## config.mk

```make
export PLATFORM = sky130hd
export DESIGN_NAME = modexp_blind
export DESIGN_NICKNAME = d
export VERILOG_FILES = /design/src/rtl/modexp_pkg.sv /design/src/rtl/modmul_serial.sv /design/src/rtl/expo_blinder.sv /design/src/rtl/modexp_blind.sv
export SDC_FILE = /design/constraint.sdc
export NUM_CORES = 1
export LEC_CHECK = 0
export BUFFER_PORTS_ARGS = -buffer_cell sky130_fd_sc_hd__buf_2
export CAP_MARGIN = 20
export CORE_ASPECT_RATIO = 1.4
export CORE_UTILIZATION = 50
export DETAILED_ROUTE_END_ITERATION = 7
export MAX_ROUTING_LAYER = met4
export PLACE_DENSITY_LB_ADDON = 0.08
export SYNTH_ARGS = -nofsm -noshare
export SYNTH_HDL_FRONTEND = slang
export SYNTH_HIERARCHICAL = 1
export SYNTH_SLANG_ARGS = --single-unit
```

## constraint.sdc

```tcl
create_clock -name clk -period 6.3 [get_ports clk]
set_input_delay 1.26 -clock clk [delete_from_list [all_inputs] [get_ports clk]]
set_output_delay 1.26 -clock clk [all_outputs]
set_load 0.05 [all_outputs]
```

## src/rtl/modexp_pkg.sv

```systemverilog
package modexp_pkg;

  typedef enum logic [2:0] {
    ST_IDLE,
    ST_BASE,
    ST_MSG,
    ST_SQR,
    ST_MUL
  } mx_state_e;

  // One interleaved multiply step: acc = (2*acc + bit*a) mod n, with acc, a < n.
  function automatic logic [31:0] mm_step(input logic [31:0] acc,
                                          input logic [31:0] a,
                                          input logic        bitv,
                                          input logic [31:0] n);
    logic [32:0] t;
    t = {acc, 1'b0};
    if (t >= {1'b0, n}) t = t - {1'b0, n};
    if (bitv) begin
      t = t + {1'b0, a};
      if (t >= {1'b0, n}) t = t - {1'b0, n};
    end
    return t[31:0];
  endfunction

  // Effective exponent: d, or d + k*phi when blinding is on.
  function automatic logic [63:0] blind_exp(input logic [31:0] d,
                                            input logic [31:0] k,
                                            input logic [31:0] phi,
                                            input logic        en);
    logic [63:0] prod;
    prod = 64'(k) * 64'(phi);
    return en ? (64'(d) + prod) : 64'(d);
  endfunction

endpackage

```

## src/rtl/modmul_serial.sv

```systemverilog
module modmul_serial
  import modexp_pkg::*;
#(
  parameter int W = 8
) (
  input  logic         clk,
  input  logic         rst_n,
  input  logic         start,
  input  logic [W-1:0] a,
  input  logic [W-1:0] b,
  input  logic [W-1:0] n,
  output logic         busy,
  output logic         done,
  output logic [W-1:0] p
);
  localparam int IW = (W > 1) ? $clog2(W) : 1;

  logic [W-1:0]  a_q, b_q, n_q, acc_q;
  logic [IW-1:0] idx_q;
  logic          busy_q, done_q;
  logic          last_bit;

  assign last_bit = (idx_q == '0);

  always_ff @(posedge clk or negedge rst_n) begin
    if (!rst_n) begin
      a_q    <= '0;
      b_q    <= '0;
      n_q    <= '0;
      acc_q  <= '0;
      idx_q  <= '0;
      busy_q <= 1'b0;
      done_q <= 1'b0;
    end else begin
      done_q <= 1'b0;
      if (busy_q) begin
        acc_q <= W'(mm_step(32'(acc_q), 32'(a_q), b_q[idx_q], 32'(n_q)));
        if (last_bit) begin
          busy_q <= 1'b0;
          done_q <= 1'b1;
        end else begin
          idx_q <= idx_q - 1'b1;
        end
      end else if (start) begin
        a_q    <= a;
        b_q    <= b;
        n_q    <= n;
        acc_q  <= '0;
        idx_q  <= IW'(W - 1);
        busy_q <= 1'b1;
      end
    end
  end

  assign busy = busy_q;
  assign done = done_q;
  assign p    = acc_q;

  // each partial product handed to the ladder is already reduced.
  p_mm_reduced_r9: assert property (@(posedge clk) disable iff (!rst_n)
    done_q |-> (acc_q < n_q));

  p_mm_pulse_r6: assert property (@(posedge clk) disable iff (!rst_n)
    done_q |=> !done_q);

endmodule

```

## src/rtl/expo_blinder.sv

```systemverilog
module expo_blinder
  import modexp_pkg::*;
#(
  parameter int W  = 8,
  parameter int KW = 3,
  parameter int EW = W + KW + 1
) (
  input  logic          en,
  input  logic [W-1:0]  d,
  input  logic [KW-1:0] k,
  input  logic [W-1:0]  phi,
  output logic [EW-1:0] eff
);
  assign eff = EW'(blind_exp(32'(d), 32'(k), 32'(phi), en));
endmodule

```

## src/rtl/modexp_blind.sv

```systemverilog
module modexp_blind
  import modexp_pkg::*;
#(
  parameter int W  = 8,
  parameter int KW = 3
) (
  input  logic          clk,
  input  logic          rst_n,
  input  logic          start,
  input  logic [W-1:0]  base,
  input  logic [W-1:0]  expo,
  input  logic [W-1:0]  modulus,
  input  logic          blind_en,
  input  logic [KW-1:0] blind_k,
  input  logic [W-1:0]  phi,
  input  logic          mblind_en,
  input  logic [W-1:0]  mblind_r,
  input  logic          fixed_time,
  output logic          busy,
  output logic          done,
  output logic [W-1:0]  result
);
  localparam int EW  = W + KW + 1;
  localparam int EIW = $clog2(EW);

  mx_state_e     st;
  logic [W-1:0]  n_q, r_q, mb_q, acc_q, res_q, op_a, op_b;
  logic [EW-1:0] eexp_q, eexp_in;
  logic [EIW-1:0] bit_q;
  logic          msg_q, ct_q, mm_go, busy_q, done_q;

  logic          mm_busy, mm_done;
  logic [W-1:0]  mm_p;

  expo_blinder #(.W(W), .KW(KW), .EW(EW)) u_blind (
    .en(blind_en), .d(expo), .k(blind_k), .phi(phi), .eff(eexp_in)
  );

  modmul_serial #(.W(W)) u_mul (
    .clk(clk), .rst_n(rst_n), .start(mm_go), .a(op_a), .b(op_b), .n(n_q),
    .busy(mm_busy), .done(mm_done), .p(mm_p)
  );

  // Named internal events for the assertions.
  logic         exp_bit, last_bit, sq_fin, mul_fin, take_mul;
  logic [W-1:0] kept;
  assign exp_bit  = eexp_q[bit_q];
  assign last_bit = (bit_q == '0);
  assign sq_fin   = (st == ST_SQR) && mm_done;
  assign mul_fin  = (st == ST_MUL) && mm_done;
  assign take_mul = exp_bit || ct_q;
  assign kept     = exp_bit ? mm_p : acc_q;

  always_ff @(posedge clk or negedge rst_n) begin
    if (!rst_n) begin
      st     <= ST_IDLE;
      n_q    <= '0;
      r_q    <= '0;
      mb_q   <= '0;
      acc_q  <= '0;
      res_q  <= '0;
      op_a   <= '0;
      op_b   <= '0;
      eexp_q <= '0;
      bit_q  <= '0;
      msg_q  <= 1'b0;
      ct_q   <= 1'b0;
      mm_go  <= 1'b0;
      busy_q <= 1'b0;
      done_q <= 1'b0;
    end else begin
      mm_go  <= 1'b0;
      done_q <= 1'b0;
      unique case (st)
        ST_IDLE: if (start) begin
          n_q    <= modulus;
          r_q    <= mblind_r;
          msg_q  <= mblind_en;
          ct_q   <= fixed_time;
          eexp_q <= eexp_in;
          bit_q  <= EIW'(EW - 1);
          acc_q  <= (modulus == W'(1)) ? '0 : W'(1);
          op_a   <= W'(1);          // base mod N computed as 1 * base
          op_b   <= base;
          mm_go  <= 1'b1;
          busy_q <= 1'b1;
          st     <= ST_BASE;
        end
        ST_BASE: if (mm_done) begin
          mb_q  <= mm_p;
          mm_go <= 1'b1;
          if (msg_q) begin
            op_a <= mm_p;
            op_b <= r_q;
            st   <= ST_MSG;
          end else begin
            op_a <= acc_q;
            op_b <= acc_q;
            st   <= ST_SQR;
          end
        end
        ST_MSG: if (mm_done) begin
          mb_q  <= mm_p;
          op_a  <= acc_q;
          op_b  <= acc_q;
          mm_go <= 1'b1;
          st    <= ST_SQR;
        end
        ST_SQR: if (mm_done) begin
          acc_q <= mm_p;
          if (take_mul) begin
            op_a  <= mm_p;
            op_b  <= mb_q;
            mm_go <= 1'b1;
            st    <= ST_MUL;
          end else if (last_bit) begin
            res_q  <= mm_p;
            done_q <= 1'b1;
            busy_q <= 1'b0;
            st     <= ST_IDLE;
          end else begin
            bit_q <= bit_q - 1'b1;
            op_a  <= mm_p;
            op_b  <= mm_p;
            mm_go <= 1'b1;
          end
        end
        ST_MUL: if (mm_done) begin
          acc_q <= kept;
          if (last_bit) begin
            res_q  <= kept;
            done_q <= 1'b1;
            busy_q <= 1'b0;
            st     <= ST_IDLE;
          end else begin
            bit_q <= bit_q - 1'b1;
            op_a  <= kept;
            op_b  <= kept;
            mm_go <= 1'b1;
            st    <= ST_SQR;
          end
        end
        default: st <= ST_IDLE;
      endcase
    end
  end

  assign busy   = busy_q;
  assign done   = done_q;
  assign result = res_q;

  p_done_pulse_r6: assert property (@(posedge clk) disable iff (!rst_n)
    done_q |=> !done_q);

  p_done_not_busy_r6: assert property (@(posedge clk) disable iff (!rst_n)
    done_q |-> !busy_q);

  p_hold_operands_r7: assert property (@(posedge clk) disable iff (!rst_n)
    busy_q |=> ($stable(eexp_q) && $stable(n_q) && $stable(r_q)));

  p_result_reduced_r9: assert property (@(posedge clk) disable iff (!rst_n)
    done_q |-> (res_q < n_q));

  p_fixed_mul_r4: assert property (@(posedge clk) disable iff (!rst_n)
    (sq_fin && ct_q) |=> (st == ST_MUL));

  p_skip_mul_r5: assert property (@(posedge clk) disable iff (!rst_n)
    (sq_fin && !ct_q && !exp_bit) |=> (st != ST_MUL));

  p_mul_no_overlap: assert property (@(posedge clk) disable iff (!rst_n)
    mm_go |-> !mm_busy);

endmodule

```

== Yosys cells after proc, flatten, opt, wreduce, memory -nomap -nowiden ==
Index checks and enable logic that the tools add are counted.

* Bits in latches: 0
* Input bits: 49
* Memories: 0
* RAM bits: 0
* Register bits after elaboration: 117
* Logic and storage cells: 150
* Output and inout port bits: 10
* Bits in read-only memories: 0

* $add $sub $neg: 6
* Shift operators: 0
* Bitwise logic cells: 1
* Equality and inequality tests: 17
* Order comparisons: 4
* Reductions and logical operators: 18
* Mux-type cells: 81
* Multipliers: 1
* Divide/modulo/power cells: 0

{| class="wikitable"
|+ Operator list
! kind !! number
|-
| 8-bit two-way mux || 27
|-
| 8-bit case mux with 5 select lines || 2
|-
| 33-bit two-way mux || 2
|-
| 33-bit by 8-bit adder with 33-bit output || 1
|-
| 33-bit by 8-bit greater-or-equal comparator with 1-bit output || 1
|-
| 3-bit two-way mux || 10
|-
| 1-bit two-way mux || 24
|-
| 8-bit case mux with 3 select lines || 1
|-
| 4-bit two-way mux || 5
|-
| 8-bit case mux with 2 select lines || 1
|-
| 3-bit case mux with 5 select lines || 1
|-
| 8-bit by 11-bit adder with 12-bit output || 1
|-
| 12-bit two-way mux || 1
|-
| 2-bit inequality test, second input constant || 6
|-
| 4-bit case mux with 3 select lines || 1
|-
| 6-bit AND reduction || 2
|-
| 3-bit by 8-bit multiplier with 11-bit output || 1
|-
| 9-bit by 8-bit subtractor with 10-bit output || 1
|-
| 9-bit by 8-bit greater-or-equal comparator with 1-bit output || 1
|-
| 8-bit by 1-bit == test with 1-bit output, second input constant || 1
|-
| 2-bit by 1-bit inequality test with 1-bit output, second input constant || 4
|-
| 2-bit AND reduction || 4
|-
| 8-bit AND reduction || 1
|-
| 8-bit subtractor || 1
|-
| other kinds (24) || 28
|}

== Depth between registers and ports, before layout ==
* Depth in word-level cells: 8
* Depth in mapped cells: 24
* Depth with buffers taken out: 22

== By module ==
The synthesis kept the hierarchy.

{| class="wikitable"
|+ Modules (own cells, without submodules)
! module !! cells each !! times used !! sequential area each (µm²) !! area an instance (µm²)
|-
| modexp_blind || 467 || 1 || 2001.9 || 4419.2
|-
| modmul_serial || 341 || 1 || 925.9 || 3169.3
|-
| expo_blinder || 140 || 1 || 0.0 || 1124.8
|}

== Worst setup path after synthesis ==
OpenSTA, ideal clock, no wires.

* Kind: register to register
* Start point: reg u_mul.n_q[1]
* End point: reg u_mul.acc_q[7] (netlist: u_mul/p[7])
* Required time: 6.227 ns
* Buffers on the path: 2
* Arrival: 4.781 ns
* Cell stages (with the launch flop): 25
* Setup slack: 1.446 ns
* Period minus slack after synthesis: 4.854 ns
* Setup time: 0.073 ns
* Cell sequence: dfrtp_1 -> inv_1 -> ha_1 -> ha_1 -> nand2b_1 -> a31oi_1 -> o21a_1 -> clkbuf_1 -> nor2_1 -> ha_1 -> fa_1 -> nand3_1 -> a21boi_0 -> o21ai_0 -> nand2b_1 -> xor2_1 -> ha_1 -> o211a_1 -> a211oi_1 -> a21oi_1 -> a211oi_2 -> nand4bb_2 -> buf_6 -> a41o_1 -> a21oi_2

* Word-level cells in the longest chain between the ends: 8
* Elaborated cells on any way between the ends: 10
* Those cells by class: add/sub: 3; order compare: 2; mux: 5

{| class="wikitable"
|+ Ends and longest elaborated chain
! what !! RTL line !! source
|-
| start, declared || modmul_serial.sv:18 || <nowiki>logic [W-1:0] a_q, b_q, n_q, acc_q;</nowiki>
|-
| start signal, assigned || modmul_serial.sv:47 || <nowiki>n_q <= n;</nowiki>
|-
| 9-bit by 8-bit subtractor with 10-bit output or 9-bit by 8-bit greater-or-equal comparator with 1-bit output (tied branches) || modexp_pkg.sv:18 || <nowiki>if (t >= {1'b0, n}) t = t - {1'b0, n};</nowiki>
|-
| 33-bit two-way mux || modexp_pkg.sv:18 ||
|-
| 33-bit two-way mux || modmul_serial.sv:36 || <nowiki>if (busy_q) begin</nowiki>
|-
| 33-bit by 8-bit adder with 33-bit output || modexp_pkg.sv:20 || <nowiki>t = t + {1'b0, a};</nowiki>
|-
| 33-bit by 8-bit greater-or-equal comparator with 1-bit output or 8-bit subtractor (tied branches) || modexp_pkg.sv:21 || <nowiki>if (t >= {1'b0, n}) t = t - {1'b0, n};</nowiki>
|-
| 8-bit two-way mux || modexp_pkg.sv:21 ||
|-
| 8-bit two-way mux * || modexp_pkg.sv:19 || <nowiki>if (bitv) begin</nowiki>
|-
| 8-bit two-way mux * || modmul_serial.sv:36 ||
|-
| end signal, assigned || modmul_serial.sv:37 || <nowiki>acc_q <= W'(mm_step(32'(acc_q), 32'(a_q), b_q[idx_q], 32'(n_q)));</nowiki>
|-
| end, declared || modmul_serial.sv:18 ||
|}

Every way passes the cells marked *; elsewhere a longest branch is shown, timed or not. The select of a mux whose other input is x is not followed.
A chain may end at the register's enable or synchronous reset.

== Worst setup path after layout ==
* Start point: reg u_mul.acc_q[0] (netlist: u_mul/p[0])
* End point: reg u_mul.acc_q[1] (netlist: u_mul/p[1])

* Word-level cells in the longest chain between the ends: 8
* Elaborated cells on any way between the ends: 10
* Those cells by class: add/sub: 3; order compare: 2; mux: 5

{| class="wikitable"
|+ Ends and longest elaborated chain
! what !! RTL line
|-
| 9-bit by 8-bit subtractor with 10-bit output or 9-bit by 8-bit greater-or-equal comparator with 1-bit output (tied branches) || modexp_pkg.sv:18
|-
| 33-bit two-way mux * || modexp_pkg.sv:18
|-
| 33-bit two-way mux * || modmul_serial.sv:36
|-
| 33-bit by 8-bit adder with 33-bit output || modexp_pkg.sv:20
|-
| 33-bit by 8-bit greater-or-equal comparator with 1-bit output or 8-bit subtractor (tied branches) || modexp_pkg.sv:21
|-
| 8-bit two-way mux || modexp_pkg.sv:21
|-
| 8-bit two-way mux * || modexp_pkg.sv:19
|-
| 8-bit two-way mux * || modmul_serial.sv:36
|}

Marked as above.

==> results.sh <==
export IMPL_outcome="finished, final reports clean"
export IMPL_die_area_sq_um=17970
export IMPL_cp_endpoint="u_mul/p[1]"
export IMPL_reg2reg_from="u_mul/p[0]"
export IMPL_post_cts_resized=0
export IMPL_ioPinCount=59
export IMPL_hold_class="register to register"
export IMPL_drt_iter0_drc=466
export IMPL_nFillCells=1582
export IMPL_path_clk_slew_ns=0.06
export IMPL_clk_insertion_delay_late_ns=0.42
export IMPL_final_layout_size_suffix_gt1_frac=0.1812
export IMPL_start_kind="register"
export IMPL_critical_path_slowest_cell="dfrtp_1"
export IMPL_cts_root_buf="clkbuf_16"
export IMPL_vias=7273
export IMPL_wirelength_mm=22.95
export IMPL_cts_htree_levels=4
export IMPL_vias_per_cell=5.856
export IMPL_grt_usage=0.2767
export IMPL_post_cts_setup_buffer_count=0
export IMPL_r2r_slack_ns=0.71
export IMPL_avgRoutedWirePerCell_um=18.48
export IMPL_first_global_vias=7016
export IMPL_setup_violations=0
export IMPL_dieWidth_um=113.6
export IMPL_fmax_mhz=179.0
export IMPL_synth_commonest_cells="nand2_1, dfrtp_1, a21oi_1"
export IMPL_grt_first_pass_wirelength_mm=36.92
export IMPL_synth_edff_count=0
export IMPL_max_stage_delay_ns=0.55
export IMPL_antenna_cells=0
export IMPL_hold_buffers=0
export IMPL_postSynthAreaPerCell_sq_um=9.191
export IMPL_path_cells="ha_1 -> ha_1 -> nand2b_1 -> a31oi_1 -> o21ai_0 -> nor2_1 -> a21oi_1 -> ha_1 -> nand3_1 -> a21boi_0 -> o21ai_0 -> nand2b_1 -> xor2_1 -> ha_1 -> o211a_1 -> a211oi_1 -> a21oi_1 -> a211oi_2 -> nand4bb_2 -> a31o_2 -> o21ai_1"
export IMPL_clock_sinks=117
export IMPL_syn_area_sq_um=8713
export IMPL_crit_fanout=12
export IMPL_largest_reg_flops=12
export IMPL_ys_flop_type="dfrtp_1"
export IMPL_io_buffers=58
export IMPL_reg2reg_depth=21
export IMPL_max_clock_path_buffers=2
export IMPL_fin_crit_ns=5.588
export IMPL_crit_top_cell="ha_1"
export IMPL_yosys_area_top_type="dfrtp_1"
export IMPL_num_rows=56
export IMPL_cp_required_ns=6.64
export IMPL_fp_dieH_um=158.2
export IMPL_hold_viol=0
export IMPL_slew_violations=0
export IMPL_drc=0
export IMPL_rsz0062_at_grt="false"
export IMPL_tightest_slew_ns=0.9136
export IMPL_syn_inst=948
export IMPL_ys_types=86
export IMPL_overflow=0
export IMPL_dp_hpwl_mm=17.12
export IMPL_grt_max_degree=82
export IMPL_cts_tree="built"
export IMPL_syn_to_final_growth_pct=12.59
export IMPL_gp_congestion=0.9696
export IMPL_fp_coreArea_sq_um=16890
export IMPL_hold_depth=2
export IMPL_setup_tns_ns=0
export IMPL_synth_top_cell_area_share=0.3360
export IMPL_fin_crit_sh=0.8870
export IMPL_yosysSeqAreaShare=0.3360
export IMPL_largest_register="eexp_q"
export IMPL_endpoint_kind="register"
export IMPL_synth_nets=1064
export IMPL_skew_ns=0.01096
export IMPL_postSynth_asyncResetShare=1.000
export IMPL_critPathArrivalTime_ns=5.93
export IMPL_worstSetupPathType="register to register"
export IMPL_nets=1113
export IMPL_critPathLaunch="u_mul/p[0]"
export IMPL_yosysMostFrequentCell="nand2_1"
export IMPL_ys_seq_elements=117
export IMPL_yosys_warnings=6
export IMPL_initial_core_util=0.5160
export IMPL_relSlewSlack=0.3752
export IMPL_cts_buffers=17
export IMPL_dr_pass1_iters=6
export IMPL_ant_nets=0
export IMPL_rr_endpoint="u_mul/p[1]"
export IMPL_synth_top_cells_by_area="dfrtp_1, ha_1, nand2_1, mux2_2, fa_1"
export IMPL_antenna_found_initial=0
export IMPL_max_cap_violations=0
==> through the flow <==
step | area (sq um) | hold slack [ns] | std cells | setup WS, ns | util
floorplan | 8713 | 0.4401 | 948 | 1.446 | -
global placement | 9171 | 0.4577 | 1208 | 0.9522 | 0.5431
detailed placement | 9171 | 0.4603 | 1208 | 0.8587 | 0.5431
CTS | 9776 | 0.4746 | 1240 | 0.7769 | 0.5789
global route | 9811 | 0.4843 | 1242 | 0.2428 | 0.5810
finish | 9811 | 0.4697 | 1242 | 0.7120 | 0.5810
==> worst max-delay path, delay by kind of cell, from the launching register on <==
kind	cells	cell delay, ns
fa+ha+maj	4	1.23
xor+xnor	1	0.26
compound gates	11	2.60
flops	1	0.55
simple gates	5	0.88
==> worst min path at each step <==
stage                from  slack (ns)         end
2_1_floorplan  eexp_q[11]        0.44  eexp_q[11]
3_3_place_gp    eexp_q[9]        0.46   eexp_q[9]
3_5_place_dp      op_b[6]        0.46     op_b[6]
4_1_cts           op_b[6]        0.47     op_b[6]
5_1_grt            n_q[6]        0.48      n_q[6]
6_report          op_b[6]        0.47     op_b[6]
==> routing by layer <==
layer	GRT usage	routed length [um]	share of wire	vias up
met5	-	0	0	-
met4	0.09712	641	0.028	0
met3	0.04479	975	0.042	49
met2	0.4692	11590	0.50	196
met1	0.3329	9748	0.42	3496
li1	-	-	-	3532
==> placed cells by master (no fill, tap or decap), types with 8 or more instances in the layout <==
| cell type | count |
|---|---|
| buf_2 | 57 |
| mux2_4 | 12 |
| nand3b_1 | 8 |
| o21a_1 | 14 |
| and2_1 | 31 |
| fa_1 | 16 |
| xnor2_1 | 9 |
| dfrtp_1 | 117 |
| ha_1 | 51 |
| nor2_1 | 37 |
| o31ai_1 | 13 |
| nand2b_1 | 8 |
| clkbuf_16 | 17 |
| xor2_1 | 8 |
| nand2_1 | 156 |
| o21ai_0 | 56 |
| o211ai_1 | 8 |
| mux2i_1 | 25 |
| mux2_2 | 32 |
| a21oi_1 | 59 |
| a21o_1 | 10 |
| nor3_1 | 8 |
| buf_4 | 12 |
| a211oi_1 | 14 |
| nand3_1 | 22 |
| inv_1 | 56 |
==> layout make-up <==
cell class	instances	area [sq um]	area share
Tap cell	232	290.3	0.02959
Multi-Input combinational cell	735	5375	0.5479
Clock inverter	13	171.4	0.01747
Sequential cell	117	2928	0.2984
Clock buffer	19	432.9	0.04413
Inverter	56	210.2	0.02143
Timing Repair Buffer	70	402.9	0.04107
==> kinds of logic (layout without fill, tap and decap cells) <==
logic type | Yosys count | after routing | share of synthesized area
AO/OA/AOI/OAI | 263 | 263 | 0.2114
XOR/XNOR | 17 | 17 | 0.01709
adder cells (fa/ha/maj) | 67 | 67 | 0.1100
buffers and inverters | 96 | 158 | 0.04839
flip-flops | 117 | 117 | 0.3360
multiplexers | 72 | 72 | 0.09851
AND/OR/NAND/NOR | 316 | 316 | 0.1786
Power is not shown: default switching activity piles up to over one toggle a cycle in this logic, so the estimate is an artifact.
